[src/rtl/chop_pkg.sv]
package chop_pkg;

  // One-hot controller state
  typedef enum logic [4:0] {
    ST_OFF    = 5'b00001,  // bridge disabled, all gates low
    ST_ON     = 5'b00010,  // conducting in the latched polarity
    ST_DOFF   = 5'b00100,  // dead gap after the on-time
    ST_RECIRC = 5'b01000,  // decay with synchronous rectification
    ST_DON    = 5'b10000   // dead gap before conduction
  } chop_state_e;

  typedef struct packed {
    logic hs_a;
    logic ls_a;
    logic hs_b;
    logic ls_b;
  } gate_t;

  localparam gate_t GATES_OFF = '{hs_a: 1'b0, ls_a: 1'b0, hs_b: 1'b0, ls_b: 1'b0};

endpackage

[src/rtl/chop_timer.sv]
// Cycles spent in the current state; cleared on every state entry and saturating.
module chop_timer #(
  parameter int CNT_W = 8
) (
  input  logic             clk,
  input  logic             rst,
  input  logic             restart,
  output logic [CNT_W-1:0] elapsed
);

  always_ff @(posedge clk) begin
    if (rst || restart) begin
      elapsed <= '0;
    end else if (elapsed != {CNT_W{1'b1}}) begin
      elapsed <= elapsed + 1'b1;
    end
  end

endmodule

[src/rtl/chop_trip_qual.sv]
// Qualifies the comparator flag: blanked at the start of each on-time,
// remembered once seen, released no earlier than the minimum on-time.
module chop_trip_qual #(
  parameter int CNT_W  = 8,
  parameter int BLANK  = 4,
  parameter int MIN_ON = 10
) (
  input  logic             clk,
  input  logic             rst,
  input  logic             in_on,
  input  logic             restart,
  input  logic             over_ref,
  input  logic [CNT_W-1:0] elapsed,
  output logic             trip_go
);

  localparam logic [CNT_W-1:0] BLANK_C   = CNT_W'(BLANK);
  localparam logic [CNT_W-1:0] MINON_END = CNT_W'(MIN_ON - 1);

  logic seen_q;
  logic past_blank;
  logic hit_now;

  assign past_blank = (elapsed >= BLANK_C);
  assign hit_now    = in_on && over_ref && past_blank;

  always_ff @(posedge clk) begin
    if (rst || restart) begin
      seen_q <= 1'b0;
    end else if (hit_now) begin
      seen_q <= 1'b1;
    end
  end

  assign trip_go = in_on && (seen_q || hit_now) && (elapsed >= MINON_END);

endmodule

[src/rtl/chop_seq.sv]
// Controller sequencing: on-time, dead gaps, recirculation, disable and polarity change.
module chop_seq
  import chop_pkg::*;
#(
  parameter int CNT_W = 8,
  parameter int DEAD  = 4,
  parameter int OFF_T = 20
) (
  input  logic             clk,
  input  logic             rst,
  input  logic             active,
  input  logic             dir_in,
  input  logic             slow_in,
  input  logic             trip_go,
  input  logic [CNT_W-1:0] elapsed,
  output chop_state_e      state_q,
  output chop_state_e      state_n,
  output logic             dir_n,
  output logic             mode_n,
  output logic             hold_n,
  output logic             restart
);

  localparam int               RECIRC_LEN = OFF_T - DEAD;
  localparam logic [CNT_W-1:0] DEAD_END   = CNT_W'(DEAD - 1);
  localparam logic [CNT_W-1:0] REC_END    = CNT_W'(RECIRC_LEN - 1);

  logic dir_q;
  logic mode_q;
  logic hold_q;
  logic force_restart;
  logic dir_moved;

  assign dir_moved = (dir_in != dir_q);

  always_comb begin
    state_n       = state_q;
    dir_n         = dir_q;
    mode_n        = mode_q;
    hold_n        = hold_q;
    force_restart = 1'b0;
    if (!active) begin
      state_n = ST_OFF;
      hold_n  = 1'b0;
    end else begin
      unique case (state_q)
        ST_OFF: begin
          state_n = ST_DON;
          hold_n  = 1'b0;
          dir_n   = dir_in;
        end
        ST_DON: begin
          if (!hold_q) begin
            dir_n = dir_in;
            if (elapsed == DEAD_END) state_n = ST_ON;
          end else if (dir_moved) begin
            hold_n        = 1'b0;
            dir_n         = dir_in;
            force_restart = 1'b1;
          end else if (elapsed == DEAD_END) begin
            state_n = ST_ON;
          end
        end
        ST_ON: begin
          if (dir_moved) begin
            state_n = ST_DON;
            hold_n  = 1'b0;
            dir_n   = dir_in;
          end else if (trip_go) begin
            state_n = ST_DOFF;
            mode_n  = slow_in;
          end
        end
        ST_DOFF: begin
          if (dir_moved) begin
            state_n = ST_DON;
            hold_n  = 1'b0;
            dir_n   = dir_in;
          end else if (elapsed == DEAD_END) begin
            state_n = ST_RECIRC;
          end
        end
        ST_RECIRC: begin
          if (dir_moved) begin
            state_n = ST_DON;
            hold_n  = 1'b0;
            dir_n   = dir_in;
          end else if (elapsed == REC_END) begin
            state_n = ST_DON;
            hold_n  = mode_q;
          end
        end
        default: begin
          state_n = ST_OFF;
          hold_n  = 1'b0;
        end
      endcase
    end
  end

  assign restart = (state_n != state_q) || force_restart;

  always_ff @(posedge clk) begin
    if (rst) begin
      state_q <= ST_OFF;
      dir_q   <= 1'b0;
      mode_q  <= 1'b0;
      hold_q  <= 1'b0;
    end else begin
      state_q <= state_n;
      dir_q   <= dir_n;
      mode_q  <= mode_n;
      hold_q  <= hold_n;
    end
  end

endmodule

[src/rtl/chop_gate_map.sv]
// Gate pattern for a given state, polarity and decay mode.
module chop_gate_map
  import chop_pkg::*;
(
  input  chop_state_e state,
  input  logic        dir,
  input  logic        slow,
  input  logic        hold,
  output gate_t       gates
);

  always_comb begin
    gates = GATES_OFF;
    unique case (state)
      ST_ON: begin
        gates.hs_a = dir;
        gates.ls_b = dir;
        gates.hs_b = !dir;
        gates.ls_a = !dir;
      end
      ST_DOFF: begin
        if (slow) begin
          gates.hs_a = dir;
          gates.hs_b = !dir;
        end
      end
      ST_RECIRC: begin
        if (slow) begin
          gates.hs_a = 1'b1;
          gates.hs_b = 1'b1;
        end else begin
          gates.ls_a = dir;
          gates.ls_b = !dir;
        end
      end
      ST_DON: begin
        if (hold) begin
          gates.hs_a = dir;
          gates.hs_b = !dir;
        end
      end
      default: gates = GATES_OFF;
    endcase
  end

endmodule

[src/rtl/chopper_ctrl.sv]
module chopper_ctrl
  import chop_pkg::*;
#(
  parameter int CNT_W  = 8,
  parameter int DEAD   = 4,
  parameter int BLANK  = 4,
  parameter int MIN_ON = 10,
  parameter int OFF_T  = 20
) (
  input  logic clk,
  input  logic rst,
  input  logic enable,
  input  logic phase_on,
  input  logic phase_dir,
  input  logic slow_decay,
  input  logic over_ref,
  output logic hs_a,
  output logic ls_a,
  output logic hs_b,
  output logic ls_b
);

  localparam int GATE_N = $bits(gate_t);

  chop_state_e      state_q;
  chop_state_e      state_n;
  logic             dir_n;
  logic             mode_n;
  logic             hold_n;
  logic             restart;
  logic             trip_go;
  logic [CNT_W-1:0] elapsed;
  gate_t            gates_n;
  logic [GATE_N-1:0] gate_q;

  chop_timer #(.CNT_W(CNT_W)) u_timer (
    .clk     (clk),
    .rst     (rst),
    .restart (restart),
    .elapsed (elapsed)
  );

  chop_trip_qual #(.CNT_W(CNT_W), .BLANK(BLANK), .MIN_ON(MIN_ON)) u_qual (
    .clk      (clk),
    .rst      (rst),
    .in_on    (state_q == ST_ON),
    .restart  (restart),
    .over_ref (over_ref),
    .elapsed  (elapsed),
    .trip_go  (trip_go)
  );

  chop_seq #(.CNT_W(CNT_W), .DEAD(DEAD), .OFF_T(OFF_T)) u_seq (
    .clk     (clk),
    .rst     (rst),
    .active  (enable && phase_on),
    .dir_in  (phase_dir),
    .slow_in (slow_decay),
    .trip_go (trip_go),
    .elapsed (elapsed),
    .state_q (state_q),
    .state_n (state_n),
    .dir_n   (dir_n),
    .mode_n  (mode_n),
    .hold_n  (hold_n),
    .restart (restart)
  );

  chop_gate_map u_map (
    .state (state_n),
    .dir   (dir_n),
    .slow  (mode_n),
    .hold  (hold_n),
    .gates (gates_n)
  );

  // Registered gate drivers, one flop per gate
  for (genvar g = 0; g < GATE_N; g++) begin : g_gate_reg
    always_ff @(posedge clk) begin
      if (rst) gate_q[g] <= 1'b0;
      else     gate_q[g] <= gates_n[g];
    end
  end

  assign {hs_a, ls_a, hs_b, ls_b} = gate_q;

endmodule

[config.mk]
export PLATFORM = sky130hd
export DESIGN_NAME = chopper_ctrl
export DESIGN_NICKNAME = d
export VERILOG_FILES = /design/src/rtl/chop_pkg.sv /design/src/rtl/chop_timer.sv /design/src/rtl/chop_trip_qual.sv /design/src/rtl/chop_seq.sv /design/src/rtl/chop_gate_map.sv /design/src/rtl/chopper_ctrl.sv
export SDC_FILE = /design/constraint.sdc
export NUM_CORES = 1
export LEC_CHECK = 0
export CAP_MARGIN = 15
export CORE_MARGIN = 2
export CORE_UTILIZATION = 60
export CTS_CLUSTER_SIZE = 25
export DETAILED_ROUTE_END_ITERATION = 8
export GPL_TIMING_DRIVEN = 0
export HOLD_SLACK_MARGIN = 0.06
export PLACE_DENSITY_LB_ADDON = 0.25
export SETUP_SLACK_MARGIN = 0.3
export SLEW_MARGIN = 20
export SYNTH_ARGS = -nofsm -noshare
export SYNTH_HDL_FRONTEND = slang
export SYNTH_SLANG_ARGS = --single-unit
export TNS_END_PERCENT = 10
[constraint.sdc]
create_clock -name clk -period 4.3 [get_ports clk]
set_clock_uncertainty 0.05 [all_clocks]
set_input_delay 0.43 -clock clk [delete_from_list [all_inputs] [get_ports clk]]
set_output_delay 0.43 -clock clk [all_outputs]
set_load 0.01 [all_outputs]
== Yosys cells after proc, flatten, opt, wreduce, memory -nomap -nowiden ==
Index checks and enable logic that the tools add are counted.

* Register bits after elaboration: 21
* Input port bits: 7

* Add/subtract/negate cells: 1
* Magnitude comparators: 2
* Equal/unequal tests: 14
* Multiplexer cells: 41
* Reductions and logical operators: 11

{| class="wikitable"
|+ Operators with widths
! cell !! number
|-
| $mux 5 || 10
|-
| $pmux 5 s5 || 1
|-
| $mux 1 || 24
|-
| $eq 5x2->1 const B || 2
|-
| $eq 5x3->1 const B || 2
|-
| $eq 5x4->1 const B || 2
|-
| $eq 5x5->1 const B || 2
|-
| $add 8x1->8 const B || 1
|-
| $eq 8x2->1 const B || 1
|-
| $eq 8x4->1 const B || 1
|-
| $ge 8x3->1 const B || 1
|-
| $ge 8x4->1 const B || 1
|-
| $ne 8x8->1 const B || 1
|-
| $pmux 1 s4 || 2
|-
| $pmux 1 s3 || 2
|-
| $eq 5x1->1 const B || 1
|-
| $logic_and 1x1->1 || 5
|-
| $ne 5x5->1 || 1
|-
| $pmux 1 s2 || 2
|-
| $logic_or 1x1->1 || 3
|-
| $reduce_or 3->1 || 1
|-
| $reduce_or 2->1 || 1
|-
| $logic_not 1->1 || 1
|-
| $ne 1x1->1 || 1
|}

== Logic depth before layout (Yosys ltp) ==
Gate-level depths: netlist (run 1).

* Depth after elaboration: 13
* Gate-level depth with buffers: 9
* Gate-level depth less buffers: 8

== Modules after synthesis ==
A second synthesis (run 1) with hierarchy kept.

* Cell total of the unflattened synthesis: 193
* Area total of the unflattened synthesis: 1519.0 µm²

{| class="wikitable"
|+ By module, submodules not included
! module !! instances !! cells each !! area each (µm²)
|-
| chop_seq || 1 || 107 || 790.8
|-
| chop_timer || 1 || 50 || 422.9
|-
| chopper_ctrl || 1 || 11 || 130.1
|-
| chop_gate_map || 1 || 17 || 111.4
|-
| chop_trip_qual || 1 || 8 || 63.8
|}

== Worst setup path after synthesis (run 1) ==
OpenSTA, ideal clock, no wires.

* Path type: input -> register
* Start point: input port phase_dir
* End point: register u_timer.elapsed[2]
* Library setup time: 0.088 ns
* Arrival time: 2.193 ns
* Required time: 4.162 ns
* Path slack: 1.970 ns
* Stages: 8
* Path buffers: 1
* Path through: ha_1 clkbuf_1 nand2b_1 and3_1 or2_2 a31oi_1 o21ai_1 nor4b_2

* Longest elaborated chain between the ends: 8

{| class="wikitable"
|+ RTL lines
! item !! RTL line !! text
|-
| start, declared || chopper_ctrl.sv:14 || <nowiki>input logic phase_dir,</nowiki>
|-
| $ne 1x1->1 (*) || chop_seq.sv:34 || <nowiki>assign dir_moved = (dir_in != dir_q);</nowiki>
|-
| $mux 5 || chop_seq.sv:56 || <nowiki>end else if (dir_moved) begin</nowiki>
|-
| $mux 5 || chop_seq.sv:53 || <nowiki>if (!hold_q) begin</nowiki>
|-
| $pmux 5 s5 || chop_seq.sv:46 || <nowiki>unique case (state_q)</nowiki>
|-
| $mux 5 || chop_seq.sv:42 || <nowiki>if (!active) begin</nowiki>
|-
| $ne 5x5->1 || chop_seq.sv:101 || <nowiki>assign restart = (state_n != state_q) || force_restart;</nowiki>
|-
| $logic_or 1x1->1 (*) || chop_seq.sv:101 ||
|-
| $logic_or 1x1->1 (*) || chop_timer.sv:12 || <nowiki>if (rst || restart) begin</nowiki>
|-
| end signal, assigned || chop_timer.sv:15 || <nowiki>elapsed <= elapsed + 1'b1;</nowiki>
|-
| end, declared || chop_timer.sv:8 || <nowiki>output logic [CNT_W-1:0] elapsed</nowiki>
|}

Mark *: on every way between the ends. The rest lies on a longest branch, timed or not.
A chain may end at the register's enable or synchronous reset.

== Final worst setup path (run 1) ==
* Start point: input port phase_dir
* End point: register u_timer.elapsed[4]

Same word-level chain as after synthesis.

==> results of run 1 <==
-- cell type report --
class	instances	area share
buffer	10	0.0252
inverter	6	0.0142
timing repair buffer	10	0.0630
tap	28	0.0220
clock buffer	4	0.0165
sequential	21	0.265
multi-input combinational	138	0.594
-- per-stage QoR --
stage | worst slack, ns | hold WS [ns] | total power [mW]
finish | 1.41 | 0.512 | 0.353
global route | 1.26 | 0.533 | 0.368
CTS | 1.47 | 0.513 | 0.352
detailed placement | 1.13 | 0.487 | 0.256
global placement | 1.19 | 0.492 | 0.253
floorplan | 1.97 | 0.469 | 0.240
-- registers in the layout, summed over array words and instances (netlist names) --
name             cells
u_seq.state_q        5
ls_a                 1
u_seq.mode_q         1
hs_a                 1
u_seq.dir_q          1
hs_b                 1
u_timer.elapsed      8
u_qual.seen_q        1
u_seq.hold_q         1
ls_b                 1
-- worst register-to-register path, cell delays in order (launching register included) --
cell and delay [ns]:
dfxtp_1 0.36, inv_1 0.06, ha_1 0.26, clkbuf_1 0.22, nand2b_1 0.22, and3_1 0.20
or2_2 0.27, a31oi_1 0.27, o21ai_1 0.31, nor4_1 0.37
-- kinds of logic after synthesis --
logic type | after synthesis | synth area share
AO/OA/AOI/OAI | 43 | 0.215
XOR/XNOR | 4 | 0.0245
adder cells (fa/ha/maj) | 6 | 0.0526
buffers and inverters | 16 | 0.0438
flip-flops | 21 | 0.294
multiplexers | 2 | 0.0149
AND/OR/NAND/NOR | 83 | 0.355
-- worst max path at each step --
stage               startpoint                               to  slack (ns)  depth (start not counted)
finish               phase_dir  u_timer.elapsed[4]$_SDFFE_PP0P_        1.41                          9
CTS                  phase_dir  u_timer.elapsed[1]$_SDFFE_PP0P_        1.47                          9
global placement     phase_dir       u_qual.seen_q$_SDFFE_PP0P_        1.19                          9
floorplan            phase_dir  u_timer.elapsed[2]$_SDFFE_PP0P_        1.97                          8
global route         phase_dir  u_timer.elapsed[4]$_SDFFE_PP0P_        1.26                          9
detailed placement   phase_dir  u_timer.elapsed[1]$_SDFFE_PP0P_        1.13                          9
-- per-layer routing --
layer  vias to the layer above  wire length [um]  track usage
met1                       657              1440        0.361
met3                         7               237       0.0343
met4                         0                69        0.128
li1                        690                 -            -
met2                        71              1570        0.435
met5                         -                 0            0
-- power groups by stage --
stage                     Combinational (mW)  Sequential [mW]  Clock, mW
after floorplan                       0.0358            0.204          0
after global placement                0.0493            0.204          0
after detailed placement              0.0513            0.204          0
after CTS                             0.0514            0.200      0.101
after global routing                  0.0570            0.201      0.110
final                                 0.0522            0.200      0.101
-- cells in the final DEF (no fill, tap or decap), types with 7 or more instances in the layout --
| cell type | Yosys | layout |
|---|---|---|
| dfxtp_1 | 21 | 21 |
| nor2_1 | 15 | 15 |
| o21ai_0 | 10 | 10 |
| nand3_1 | 10 | 10 |
| clkdlybuf4s50_1 | 0 | 10 |
| nor4_1 | 9 | 9 |
| clkbuf_1 | 7 | 8 |
| a21oi_1 | 8 | 8 |
| nand2_1 | 7 | 7 |
==> flow_summary_export.csv, run 1 <==
group,metric,value,unit
placed_design,dp_hpwl,2.46,mm
placed_design,dpl_cell_area,0.00156,mm^2
yosys,yosys_warnings,0,
sta,fin_crit,2.89,ns
layout,final_net_count,203,
placed_design,routabilityCongestion,0.977,
layout,final_util,0.711,
drt,routedWlPerCell,15.3,um
power_and_ir_drop,p_leak,0.547,nW
cts,cts_hold_buffers,0,
yosys,synthFlopType,"dfxtp_1",
cts,post_cts_resize_count,0,
cts,cts_tree,"yes",
sta,tightest_slew,0.767,ns
placed_design,place_inst,213,
yosys,synth_top_area_frac,0.294,
critical_path,worst-setup-path-type,"in2reg",
critical_path,worstSetupStartpointType,"input pin",
drt,final_antenna_net_count,0,
global_route,grt_max_degree,12,
global_route,antenna_found_initial,0,
hold_path,worstHoldPathCells,2,
drt,dr_total_vias,1425,
sta,tns,0,ns
power_and_ir_drop,internal-power,0.255,mW
outcome,status,"finished, final reports clean",
die,dieArea,0.00279,mm^2
yosys,ys_top_cells_by_area,"dfxtp_1, ha_1, nor2_1",
power_and_ir_drop,pwr-share-seq,0.567,
sta,relSlewSlack,0.485,
critical_path,rr_worst_depth,9,
die,dieHeight,52.8,um
drt,drc,0,
die,core,0.00223,mm^2
sta,period_share,0.671,
yosys,yosysMostFrequentCell,"dfxtp_1",
yosys,synth_edf_count,0,
cts,insertion_delay,0.32,ns
hold_path,holdCritStartpoint,"u_qual.seen_q$_SDFFE_PP0P_",
global_route,grt_util_all_layers,0.273,
sta,fmax,347,MHz
global_route,grt_pass1_wl,5.62,mm
global_route,grt_overflow,0,
critical_path,timing.rr.start,"u_seq.dir_q$_SDFF_PP0_",
layout,drive_gt1_frac,0.101,
critical_path,cp-end-kind,"flip-flop",
die,rows,17,
global_route,grt_pass1_vias,1289,
sta,drv_slew,0,
power_and_ir_drop,ir_worst_vdd,0.156,mV
layout,postLayoutCellArea,0.00159,mm^2
drt,drt_pass1_iterations,4,
sta,setup-violations-final,0,
power_and_ir_drop,swShare,0.278,
critical_path,path_cells,"clkdlybuf4s50_1, ha_1, clkbuf_1, nand2b_1, and3_1, or2_2, a31oi_1, o21ai_1, nor4_1",
cts,max-clock-path-buffers,2,
critical_path,slowest_delay,0.46,ns
critical_path,required,4.47,ns
sta,hold_violations,0,
drt,drtIter0Drc,60,
die,die-width,52.8,um
layout,multi_input_area,945,um^2
yosys,synth-seq-cells,21,
yosys,avgSynthCellArea,8.16,um^2
cts,cts_root_buf,"clkbuf_4",
yosys,synth_cell_types,53,
yosys,async_reset_ff_frac,0,
layout,num-fill-cells,184,
layout,num_antenna_cells,0,
placed_design,io_buffers,10,
hold_path,min_path_type,"reg2reg",
power_and_ir_drop,pwr-share-clk,0.285,
yosys,syn_area,0.00143,mm^2
critical_path,crit_fanout,9,
cts,htreeDepth,1,
cts,clock_sinks,21,
critical_path,cp_num_buf_inv,2,
cts,clkSlewWorstSetupHoldPaths,0.11,ns
critical_path,crit_family,"simple AND/OR/NAND/NOR gates",
critical_path,critPathSlowestCell,"clkdlybuf4s50_1",
critical_path,rr_endpoint,"u_timer.elapsed[4]$_SDFFE_PP0P_",
hold_path,whs_endpoint,"u_qual.seen_q$_SDFFE_PP0P_",
yosys,yosysTopAreaCell,"dfxtp_1",
die,io_pins,11,
layout,stdcell_count,217,
cts,cts_buffers,3,
critical_path,regToRegSetupSlack,1.60,ns
yosys,synthCells,175,
run,cap_violations,0,
critical_path,critical_path_arrival,3.05,ns
cts,cts_setup_buffers,0,
drt,wl,3.31,mm
power_and_ir_drop,p_sw,0.0979,mW
power_and_ir_drop,comb_power_share,0.148,
power_and_ir_drop,power_density,222,mW/mm^2
sta,rsz0062_at_grt,"no",
drt,vias_per_cell,6.57,
yosys,synth_common_cells,"dfxtp_1, nor2_1, nand3_1, o21ai_0, nor4_1",
die,start_util,0.639,
yosys,syn-num-nets,188,
layout,area_growth,11.3,%
layout,seqCellArea,420,um^2
yosys,synth-seq-area-share,0.294,
Power figures use the tool's default switching activity.
==> run 2: changes to the inputs <==
CORE_UTILIZATION = 52   (was 60)
clock period = 2.5 ns   (was 4.3 ns; I/O delays follow)
==> flow_summary_export.csv, run 2 (synthesis results as in run 1) <==
group,metric,value,unit
cts,cts_root_buf,"clkbuf_4",
critical_path,rr_worst_depth,9,
placed_design,place_inst,215,
global_route,grt_pass1_vias,1484,
hold_path,whs_endpoint,"u_qual.seen_q$_SDFFE_PP0P_",
drt,routedWlPerCell,21.1,um
critical_path,required,2.67,ns
drt,vias_per_cell,7.03,
layout,largest_registers,"u_timer.elapsed: 8 flops, u_seq.state_q: 5 flops",
die,die-width,56.4,um
layout,layout_common_cells,"buf_4, nor2_1, dfxtp_1",
sta,drv_slew,0,
placed_design,dp_hpwl,2.70,mm
cts,cts_buffers,3,
placed_design,post-place-ws,-0.425,ns
cts,cts_tree,"yes",
layout,postLayoutCellArea,0.00202,mm^2
power_and_ir_drop,power,0.649,mW
critical_path,worst-setup-path-type,"reg2reg",
die,start_util,0.561,
drt,dr_total_vias,1659,
drt,drc,0,
outcome,violations,"negative setup slack",
sta,rsz0062_at_grt,"yes",
die,dieArea,0.00318,mm^2
global_route,grt_max_degree,13,
cts,htreeDepth,1,
layout,drive_gt1_frac,0.388,
power_and_ir_drop,p_leak,0.698,nW
sta,tns,-0.0262,ns
cts,clock_sinks,21,
die,io_pins,11,
die,core,0.00254,mm^2
critical_path,critical_path_arrival,2.70,ns
sta,whs,0.561,ns
cts,max-clock-path-buffers,2,
sta,period_share,1.01,
layout,num-fill-cells,158,
layout,multi_input_area,0.00122,mm^2
die,rows,18,
sta,relSlewSlack,0.666,
outcome,status,"finished with violations",
sta,hold_violations,0,
critical_path,crit_fanout,8,
placed_design,dpl_cell_area,0.00158,mm^2
layout,largest-register,"u_timer.elapsed",
die,dieHeight,56.4,um
drt,drt_pass1_iterations,4,
layout,final_util,0.795,
critical_path,regToRegSetupSlack,-0.03,ns
power_and_ir_drop,ir_worst_vdd,0.331,mV
layout,layout_commonest_cell,"buf_4",
global_route,grt_pass1_wl,7.34,mm
layout,num_antenna_cells,0,
placed_design,routabilityCongestion,0.978,
sta,setup_ws,-0.0262,ns
global_route,antenna_found_initial,0,
sta,tightest_slew,0.498,ns
global_route,use_met2,0.477,
layout,stdcell_count,236,
global_route,gr-usage-met3,0.0576,
global_route,grt_overflow,0,
sta,fin_crit,2.53,ns
power_and_ir_drop,power_density,321,mW/mm^2
global_route,grt-busiest-layer,"met2",
cts,cts_hold_buffers,0,
critical_path,worstSetupStartpointType,"flip-flop",
sta,setup-violations-final,1,
drt,final_antenna_net_count,0,
layout,final_net_count,220,
critical_path,rr_endpoint,"u_timer.elapsed[1]$_SDFFE_PP0P_",
layout,seqCellArea,437,um^2
run,cap_violations,0,
critical_path,cp-end-kind,"flip-flop",
global_route,met1_usage,0.377,
critical_path,timing.rr.start,"u_seq.state_q[0]$_SDFF_PP1_",
hold_path,worstHoldPathCells,2,
placed_design,io_buffers,10,
drt,wl,4.98,mm
layout,largest_reg_flops,8,
sta,fmax,396,MHz
layout,area_growth,41.7,%
drt,drtIter0Drc,130,
global_route,grt_util_all_layers,0.294,
cts,insertion_delay,0.32,ns
cts,clkSlewWorstSetupHoldPaths,0.13,ns
hold_path,min_path_type,"reg2reg",
hold_path,holdCritStartpoint,"u_qual.seen_q$_SDFFE_PP0P_",
-- run 2: cell types whose count changed in the layout (fill, tap and decap cells not counted), sizes merged --
cell and delta:
clkbuf -3, buf +17, clkinv +1, clkdlybuf4s50 -1
o21ai +1, dlygate4sd2 +1, nand4 +1
-- run 2: metal layers --
metal,vias up,part of all wire
met2,124,0.47
met1,777,0.39
met3,26,0.091
met5,-,0
met4,0,0.047
li1,732,-
-- run 2: repair_timing --
action,4_1_cts,5_1_grt
resized for setup,38,32
gates cloned,2,0
endpoints found under the setup margin,14,14
setup buffers,5,10
pin swaps,18,19
-- run 2: power by group --
part,internal (mW),switching [mW],leakage [nW]
Clock,0.0599,0.119,0.0177
Sequential,0.338,0.00529,0.173
Combinational,0.0503,0.0762,0.507
Total,0.448,0.200,0.698
-- run 2: worst max path at each step --
stage,end,start,slack [ns],cells past startpoint
global placement,ls_a$_SDFF_PP0_,phase_dir,-0.39,8
detailed placement,u_timer.elapsed[0]$_SDFFE_PP0P_,phase_dir,-0.42,9
CTS,u_timer.elapsed[3]$_SDFFE_PP0P_,u_timer.elapsed[5]$_SDFFE_PP0P_,0.10,6
finish,u_timer.elapsed[1]$_SDFFE_PP0P_,u_seq.state_q[0]$_SDFF_PP1_,-0.03,9
floorplan,ls_a$_SDFF_PP0_,u_seq.dir_q$_SDFF_PP0_,0.29,8
global route,u_timer.elapsed[1]$_SDFFE_PP0P_,u_timer.elapsed[1]$_SDFFE_PP0P_,-0.06,8
-- run 2: area by class of cell --
class	instances	area share
inverter	6	0.0111
tap	30	0.0186
clock buffer	3	0.0111
multi-input combinational	140	0.604
timing repair buffer	25	0.105
buffer	10	0.0328
sequential	21	0.216
clock inverter	1	0.00247
-- run 2: critical path: stages, from the launching register on --
cell and delay (ns):
dfxtp_2 0.35, buf_6 0.13, or3b_4 0.40, buf_4 0.18, a211oi_4 0.32, o21ai_4 0.15, o21ai_4 0.25, nand4_4 0.22
buf_4 0.20, nor4_2 0.19
